==> src/rtl/pfd_pkg.sv <==
// Package: shared types and helpers for the phase-frequency detector.
// Assumes: nothing beyond IEEE 1800-2017 constant functions.
package pfd_pkg;

    // One system-clock edge event from each compared input.
    typedef struct packed {
        logic ref_rise;
        logic div_rise;
    } pfd_edges_t;

    // Counter width for values 0..n-1, never below one bit.
    function automatic int unsigned width_for(input int unsigned n);
        return (n > 1) ? $clog2(n) : 1;
    endfunction

endpackage

==> src/rtl/pfd_edge_sync.sv <==
// Module: pfd_edge_sync
// Brings an asynchronous pin into the clock domain through a chain of
// STAGES flops. It then flags each rising edge as a single-clock pulse.
// Assumes: STAGES >= 2, and the input stays high and low for at least one
// clock each, so that every level change is sampled.
module pfd_edge_sync #(
    parameter int unsigned STAGES = 2
) (
    input  logic clk,
    input  logic rst_n,
    input  logic async_in,
    output logic rise
);

    logic [STAGES-1:0] sync_q;
    logic              last_q;

    // Synchronizer chain, one flop per stage.
    for (genvar i = 0; i < STAGES; i++) begin : g_stage
        if (i == 0) begin : g_first
            always_ff @(posedge clk) begin
                if (!rst_n) sync_q[i] <= 1'b0;
                else        sync_q[i] <= async_in;
            end
        end else begin : g_next
            always_ff @(posedge clk) begin
                if (!rst_n) sync_q[i] <= 1'b0;
                else        sync_q[i] <= sync_q[i-1];
            end
        end
    end

    // Hold the previous synchronized level for edge detection.
    always_ff @(posedge clk) begin
        if (!rst_n) last_q <= 1'b0;
        else        last_q <= sync_q[STAGES-1];
    end

    // Rising edge: high now, low on the previous clock.
    always_comb rise = sync_q[STAGES-1] & ~last_q;

endmodule

==> src/rtl/pfd_divider.sv <==
// Module: pfd_divider
// Counts oscillator rising edges from 0 to HALF_COUNT-1 and wraps. Each
// wrap toggles the divided output, which divides by 2*HALF_COUNT. The
// divided rising edge is flagged in the same clock as the wrap that
// produces it, so it keeps the same latency as the reference path.
// Assumes: osc_rise is a single-clock pulse.
module pfd_divider #(
    parameter int unsigned HALF_COUNT = 500
) (
    input  logic clk,
    input  logic rst_n,
    input  logic osc_rise,
    output logic div_out,
    output logic div_rise
);

    localparam int unsigned CNT_W = pfd_pkg::width_for(HALF_COUNT);
    localparam logic [CNT_W-1:0] LAST = CNT_W'(HALF_COUNT - 1);

    logic [CNT_W-1:0] cnt_q;
    logic             div_q;
    logic             wrap;

    // Terminal count reached on this oscillator edge.
    always_comb begin
        wrap     = osc_rise && (cnt_q == LAST);
        div_rise = wrap && !div_q;
        div_out  = div_q;
    end

    // Edge counter and output toggle.
    always_ff @(posedge clk) begin
        if (!rst_n) begin
            cnt_q <= '0;
            div_q <= 1'b0;
        end else if (wrap) begin
            cnt_q <= '0;
            div_q <= ~div_q;
        end else if (osc_rise) begin
            cnt_q <= cnt_q + CNT_W'(1);
        end
    end

endmodule

==> src/rtl/pfd_phase_core.sv <==
// Module: pfd_phase_core
// Two-flop detector that senses both phase and frequency. A reference edge
// sets the up flop and a divided edge sets the down flop. When both would
// be set, both clear together, so coincident edges give no pulse at all.
// Assumes: edge inputs are single-clock pulses.
module pfd_phase_core (
    input  logic               clk,
    input  logic               rst_n,
    input  pfd_pkg::pfd_edges_t edges,
    output logic               up,
    output logic               down
);

    logic up_q, dn_q;
    logic nxt_up, nxt_dn;

    // Candidate next state before the mutual clear.
    always_comb begin
        nxt_up = up_q | edges.ref_rise;
        nxt_dn = dn_q | edges.div_rise;
        up     = up_q;
        down   = dn_q;
    end

    // Set on edges, clear both once both are seen.
    always_ff @(posedge clk) begin
        if (!rst_n || (nxt_up && nxt_dn)) begin
            up_q <= 1'b0;
            dn_q <= 1'b0;
        end else begin
            up_q <= nxt_up;
            dn_q <= nxt_dn;
        end
    end

endmodule

==> src/rtl/pfd_lock_qual.sv <==
// Module: pfd_lock_qual
// Times each steering pulse. A comparison that closes within TOL clocks
// (or with coincident edges) counts as good. WINDOW good comparisons in a
// row raise locked. A pulse that outlives TOL clears the run and drops
// locked on the next clock.
// Assumes: up/down come from pfd_phase_core, which clears both on the
// clock a comparison closes.
module pfd_lock_qual #(
    parameter int unsigned TOL    = 2,
    parameter int unsigned WINDOW = 10
) (
    input  logic               clk,
    input  logic               rst_n,
    input  logic               up,
    input  logic               down,
    input  pfd_pkg::pfd_edges_t edges,
    output logic               locked
);

    localparam int unsigned AGE_W  = pfd_pkg::width_for(TOL + 1);
    localparam int unsigned LOCK_W = pfd_pkg::width_for(WINDOW + 1);
    localparam logic [AGE_W-1:0]  AGE_MAX  = AGE_W'(TOL);
    localparam logic [LOCK_W-1:0] WIN_FULL = LOCK_W'(WINDOW);
    localparam logic [LOCK_W-1:0] WIN_LAST = LOCK_W'(WINDOW - 1);

    logic [AGE_W-1:0]  age_q;
    logic [LOCK_W-1:0] run_q;
    logic              locked_q;
    logic              active, closing, too_long, good;

    // Classify this clock's comparison state.
    always_comb begin
        active   = up | down;
        closing  = (up & edges.div_rise) | (down & edges.ref_rise) |
                   (!active & edges.ref_rise & edges.div_rise);
        too_long = active && (age_q >= AGE_MAX);
        good     = closing && !too_long;
        locked   = locked_q;
    end

    // Age of the open pulse, saturating at the tolerance.
    always_ff @(posedge clk) begin
        if (!rst_n || !active || closing) age_q <= '0;
        else if (age_q < AGE_MAX)         age_q <= age_q + AGE_W'(1);
    end

    // Consecutive good comparisons and the lock flag.
    always_ff @(posedge clk) begin
        if (!rst_n || too_long) begin
            run_q    <= '0;
            locked_q <= 1'b0;
        end else if (good) begin
            if (run_q < WIN_FULL) run_q <= run_q + LOCK_W'(1);
            if (run_q >= WIN_LAST) locked_q <= 1'b1;
        end
    end

endmodule

==> src/rtl/phase_freq_detector.sv <==
// Module: phase_freq_detector (top)
// Synchronizes the oscillator and reference pins, divides the oscillator
// down to the reference rate, and compares rising edges to steer the loop.
// It also qualifies lock over consecutive reference periods.
// Assumes: clk is fast enough that each input level lasts at least one
// clock, and the reference rate is close to osc rate / (2*DIV_HALF).
module phase_freq_detector #(
    parameter int unsigned DIV_HALF    = 500,
    parameter int unsigned SYNC_STAGES = 2,
    parameter int unsigned PHASE_TOL   = 2,
    parameter int unsigned LOCK_WINDOW = 10
) (
    input  logic clk,
    input  logic rst_n,
    input  logic osc_in,
    input  logic ref_in,
    output logic div_out,
    output logic up,
    output logic down,
    output logic locked
);

    logic                osc_rise;
    logic                ref_rise;
    logic                div_rise;
    pfd_pkg::pfd_edges_t edges;

    pfd_edge_sync #(.STAGES(SYNC_STAGES)) u_osc_sync (
        .clk(clk), .rst_n(rst_n), .async_in(osc_in), .rise(osc_rise)
    );

    pfd_edge_sync #(.STAGES(SYNC_STAGES)) u_ref_sync (
        .clk(clk), .rst_n(rst_n), .async_in(ref_in), .rise(ref_rise)
    );

    pfd_divider #(.HALF_COUNT(DIV_HALF)) u_div (
        .clk(clk), .rst_n(rst_n), .osc_rise(osc_rise),
        .div_out(div_out), .div_rise(div_rise)
    );

    // Bundle the two compared edge events.
    always_comb begin
        edges.ref_rise = ref_rise;
        edges.div_rise = div_rise;
    end

    pfd_phase_core u_core (
        .clk(clk), .rst_n(rst_n), .edges(edges), .up(up), .down(down)
    );

    pfd_lock_qual #(.TOL(PHASE_TOL), .WINDOW(LOCK_WINDOW)) u_lock (
        .clk(clk), .rst_n(rst_n), .up(up), .down(down),
        .edges(edges), .locked(locked)
    );

endmodule

==> config.mk <==
export PLATFORM = sky130hd
export DESIGN_NAME = phase_freq_detector
export DESIGN_NICKNAME = d
export VERILOG_FILES = /design/src/rtl/pfd_pkg.sv /design/src/rtl/pfd_edge_sync.sv /design/src/rtl/pfd_divider.sv /design/src/rtl/pfd_phase_core.sv /design/src/rtl/pfd_lock_qual.sv /design/src/rtl/phase_freq_detector.sv
export SDC_FILE = /design/constraint.sdc
export NUM_CORES = 1
export LEC_CHECK = 0
export BUFFER_PORTS_ARGS = -buffer_cell sky130_fd_sc_hd__buf_4
export CAP_MARGIN = 20
export CORE_ASPECT_RATIO = 0.8
export CORE_UTILIZATION = 24
export CTS_CLUSTER_DIAMETER = 50
export DETAILED_ROUTE_END_ITERATION = 12
export HOLD_SLACK_MARGIN = 0.06
export PLACE_DENSITY = 0.5
export SLEW_MARGIN = 20
export SYNTH_ARGS = -nofsm -noshare
export SYNTH_HDL_FRONTEND = slang
export SYNTH_SLANG_ARGS = --single-unit
==> constraint.sdc <==
create_clock -name clk -period 1.7 [get_ports clk]
set_input_delay 0.255 -clock clk [delete_from_list [all_inputs] [get_ports clk]]
set_output_delay 0.255 -clock clk [all_outputs]
set_load 0.03 [all_outputs]
# After elaboration in Yosys (flattened, before gate mapping)
# Index checks and enable logic that the tools add are counted.
# Widths: inputs -> output; s select.
word_totals:
  elab_cells: 52
  out_inout_bits: 4
  input_bits: 4
  reg_bits: 25
op_classes:
  add_sub_neg: 3
  order_cmp: 4
  reduce_logical: 16
  n_eq_ne: 1
  bitwise: 15
ops:
  columns: ["op", "n"]
  rows:
  - ["$add 9x1->9 const B", 1]
  - ["$eq 9x9->1 const B", 1]
  - ["$and 1x1->1", 6]
  - ["$logic_and 1x1->1", 5]
  - ["$or 1x1->1", 5]
  - ["$add 4x1->4 const B", 1]
  - ["$ge 4x4->1 const B", 1]
  - ["$logic_not 1->1", 4]
  - ["$logic_or 1x1->1", 4]
  - ["$lt 4x4->1 const B", 1]
  - ["$not 1->1", 4]
  - ["$reduce_and 2->1", 2]
  - ["$add 2x1->2 const B", 1]
  - ["$ge 2x2->1 const B", 1]
  - ["$lt 2x2->1 const B", 1]
  - ["$reduce_or 2->1", 1]

# Logic depth before layout (Yosys ltp)
depth:
  word_depth: 9
  depth_mapped: 7
  depth_no_buf: 6

# Hierarchy
# From an unflattened synthesis, not the netlist that was laid out.
hier_totals:
  hier_cells: 119
  hier_area_um2: 1124.8
by_module_without_submodules:
  columns: ["module", "cells_per_inst", "seq_area_each_um2", "area_each_um2", "instances"]
  rows:
  - ["pfd_divider", 56, 200.2, 493.0, 1]
  - ["pfd_lock_qual", 43, 140.1, 377.9, 1]
  - ["pfd_edge_sync", 7, 60.1, 92.6, 2]
  - ["pfd_phase_core", 6, 40.0, 68.8, 1]

# Worst setup path before layout
# No wires, ideal clock.
synth_timing:
  path_kind: "reg2reg"
  startpoint: "register u_div.cnt_q[0]"
  endpoint: "register u_lock.run_q[2]"
  path_buffers: 0
  setup_ns: 0.086
  arrival_ns: 1.529
  stages_incl_launch_ff: 6
  period_less_slack_ns: 1.615
  setup_slack_ns: 0.085
  required_ns: 1.614
  path_cell_list: "dfxtp_1 > ha_1 > nor4b_4 > o2111ai_2 > a211o_1 > a211oi_1"
synth_between:
  elab_chain_cells: 8
  elab_cells_between_ends: 9
  classes_between: "eq/ne (1); bitwise (4); reduce/logical (4)"
synth_lines:
  columns: ["element", "line", "text"]
  rows:
  - ["from (decl)", "pfd_divider.sv:20", "logic [CNT_W-1:0] cnt_q;"]
  - ["from (signal assigned)", "pfd_divider.sv:40", "cnt_q <= cnt_q + CNT_W'(1);"]
  - ["$eq 9x9->1 (*)", "pfd_divider.sv:26", "wrap = osc_rise && (cnt_q == LAST);"]
  - ["$logic_and 1x1->1 (*)", "pfd_divider.sv:26", null]
  - ["$logic_and 1x1->1 (*)", "pfd_divider.sv:27", "div_rise = wrap && !div_q;"]
  - ["$and 1x1->1", "pfd_lock_qual.sv:34", "closing = (up & edges.div_rise) | (down & edges.ref_rise) |"]
  - ["$or 1x1->1", "pfd_lock_qual.sv:34", null]
  - ["$or 1x1->1 (*)", "pfd_lock_qual.sv:34", null]
  - ["$logic_and 1x1->1 (*)", "pfd_lock_qual.sv:37", "good = closing && !too_long;"]
  - ["$reduce_and 2->1 (no source line) (*)", null, null]
  - ["to (signal assigned)", "pfd_lock_qual.sv:53", "if (run_q < WIN_FULL) run_q <= run_q + LOCK_W'(1);"]
  - ["to (decl)", "pfd_lock_qual.sv:27", "logic [LOCK_W-1:0] run_q;"]
# Mark *: on every way between the ends. The rest lies on a longest branch, timed or not.
# A chain may end at the register's enable or synchronous reset.

# Worst setup path in the final report
layout_timing:
  startpoint: "register u_div.cnt_q[1]"
  endpoint: "register u_lock.run_q[2]"
# Same word-level chain as after synthesis.

==> results.md <==
- I/O pin count: 8
- Power density cells: ~760 nW/um^2
- Drt drc: 0
- Area contributors post-synth: dfxtp_1 45%, xor2_1 6.3%, ha_1 5.6%
- Setup Crit Path Kind: register to register
- Synth Cell Area: between 1000 and 1500 um^2
- Wire length per cell: between 10 and 15 um
- Clock skew: around 4.7 ps
- Count leader, synth: dfxtp_1
- Max Clk Rate: between 0.6 and 0.7 GHz
- Worst min path class: input port to register
- Vias after detailed routing: 854
- Crit path max fanout: 5
- Max cap viols: 0
- Setup-failing EPs final: 0
- Clock Path Buffers: 2
- DR pass1 iterations: 4
- N_diodes: 0
- Syn_area_per_cell: between 9 and 10 um^2
- Worst hold margin: between 150 and 200 ps
- CTS Buf Count: 3
- Die Ht: between 60 and 70 um
- Worst path slowest cell: dfxtp_2
- Detailed Route WL: between 2000 and 2500 um
- Cells on Worst Hold Path: 2
- Core ar.: 4309 um^2
- Max incr delay on CP: approximately 370 ps
- Yosys warns: 0
- Rows: 21
- Final Net Count: 140
- Crit path capture type: register
- Yosys cell types: 34
- Synth top cells by count: 25 x dfxtp_1, 12 x nand2_1, 12 x nor2_1
- Vias per cell: ~4.6
- First-pass GRT wire length: 3505 um
- P&R area growth vs syn: 17.98%
- Worst r2r path cells: 5
- GRT Total Usage: 8.946%
- Die extent in x: roughly 78 um
- Worst-Skew Late Latency: about 270 ps
- Hold Violations, Final: 0
- Async set-reset flop share out of synthesis: 0%
- Post-DP HPWL: about 1500 um
- Tmin final: about 1600 ps
- GPL Wtd Cong: around 0.75
- Max-slew headroom: ~74%
- Cell Chain, Critical Path: ha_1, nor4b_4, o2111ai_2, a211o_1, a211oi_1
- Maximum VDD drop: 0.2420 mV
- RSZ-0062 raised after global routing: no
- Critical Path Start Type: register
- Drt initial violations: 36
- Initial Util: around a quarter
- Fill cells: 460
- Vias in the first global route: approximately 800
- Register area share after synthesis: between 40% and 50%
- Top FF cell, synth: dfxtp_1
- Outcome: completed
- Post-synth top area share: around 45%
- Antenna-violating nets left: 0
- Leakage: 0.5577 nW
- H-tree levels: 1
- Setup Fix Bufs, Post-CTS: 0
- CP required: about 1900 ps
- Gr ovfl total: 0
- Worst-margin pin slew: around 390 ps
- Synthesized flop and latch total: 25
- Clk Tree Root Cell: clkbuf_8
- Initial antenna violation count: 0
- Arrival @ worst endpoint: 1770 ps
- Die Area: 4918 um^2
- Syn Nets: roughly 130
- Post-Synthesis Cells: 116
- Largest net degree at the start of global routing: 15
- Layout cells sized above 1: approximately 16%
- Clock-pin slew on the worst setup and hold paths: around 90 ps
- EDFF count, synth: 0
- Port Buf Inserts: 7
- Clk sink count: 25
- Max Slew Vio Count: 0
- CTS tree: yes
- Synth area leader: dfxtp_1
- Fin crit share: about 93%
- Setup TNS: 0 ps
## final timing paths
path	endpoint	slack [ps]	from
max	u_lock.run_q[2]$_SDFFE_PP0P_	130	u_div.cnt_q[1]$_SDFFE_PP0P_
min	u_ref_sync.sync_q[0]$_SDFF_PN0_	180	ref_in
max reg2reg	u_lock.run_q[2]$_SDFFE_PP0P_	130	u_div.cnt_q[1]$_SDFFE_PP0P_
min reg2reg	u_osc_sync.sync_q[1]$_SDFF_PN0_	440	u_osc_sync.sync_q[0]$_SDFF_PN0_
## cell families after synthesis
| group | share of synthesized area (%) |
|---|---|
| and+or+nand+nor | 26.29 |
| DFF | 44.94 |
| AOI/OAI and AO/OA | 10.67 |
| xor gates and xnor gates | 7.866 |
| buffers and inverters | 2.808 |
| adders and majority gates | 5.618 |
| muxes | 1.798 |
## metrics by stage
stage | area, um^2 | total power [mW] | worst slack, ps | instances | utilization (%)
detailed placement | 1266 | 0.6576 | 89.38 | 183 | 29.38
finish | 1314 | 0.9977 | 126.2 | 187 | 30.49
floorplan | 1114 | 0.6402 | 85.21 | 116 | -
CTS | 1313 | 1.016 | 63.31 | 187 | 30.46
global route | 1314 | 1.037 | 29.60 | 187 | 30.49
global placement | 1266 | 0.6566 | 134.1 | 183 | 29.38
## cells in the final DEF, fill, tap and decap left out, types with 2 or more instances in the layout
cell | Yosys | routed
clkbuf_8 | 0 | 3
buf_4 | 0 | 12
nand4_1 | 5 | 5
nor2_1 | 12 | 12
xnor2_1 | 2 | 2
a211oi_1 | 2 | 2
mux2i_1 | 2 | 2
inv_1 | 6 | 6
dfxtp_1 | 25 | 24
and2_1 | 7 | 7
nand2_1 | 12 | 12
ha_1 | 5 | 5
nor2b_1 | 3 | 3
xor2_1 | 8 | 8
nor3_1 | 2 | 2
and3_1 | 2 | 2
o21ai_0 | 2 | 2
a32o_1 | 3 | 3
## where the power goes
part / total [mW] / switching [mW] / internal (mW)
clock network: 0.354 / 0.190 / 0.164
logic: 0.0430 / 0.0231 / 0.0199
registers: 0.600 / 0.00556 / 0.595
## registers in the layout, indices dropped and copies added, names as in the netlist
| signal | cells |
|---|---|
| u_ref_sync.sync_q | 2 |
| u_lock.age_q | 2 |
| u_core.up | 1 |
| u_div.cnt_q | 9 |
| u_osc_sync.last_q | 1 |
| u_osc_sync.sync_q | 2 |
| u_lock.locked | 1 |
| u_lock.run_q | 4 |
| u_div.div_out | 1 |
| u_ref_sync.last_q | 1 |
| u_core.down | 1 |
## worst max-delay path, delay by kind of cell, from the launching register on
family / cells / cell delay, ps
DFF: 1 / 370
and+or+nand+nor: 1 / 210
AOI/OAI and AO/OA: 3 / 740
adders and majority gates: 1 / 180
## cell type report
cell class,count,area (um^2),area share (%)
clock buffers,3,41.29,3.143
clock inverters,1,5.005,0.3810
inverters,6,22.52,1.714
multi-input cells,83,581.8,44.29
flip-flops and latches,25,501.7,38.19
well taps,57,71.32,5.429
repair buffers,12,90.09,6.857
## what timing repair did
| item | CTS | global route |
|---|---|---|
| endpoints found under the setup margin | 0 | 1 |
| hold buffers | 0 | 0 |
| hold endpoints to repair | 0 | 0 |
| resized for setup | 0 | 1 |
## layer usage
metal	GRT usage (%)	share of wire [%]
met3	1.314	2.8
met5	0	0
met4	5.556	2.9
met1	11.11	50
met2	14.47	44
Power figures use the tool's default switching activity.
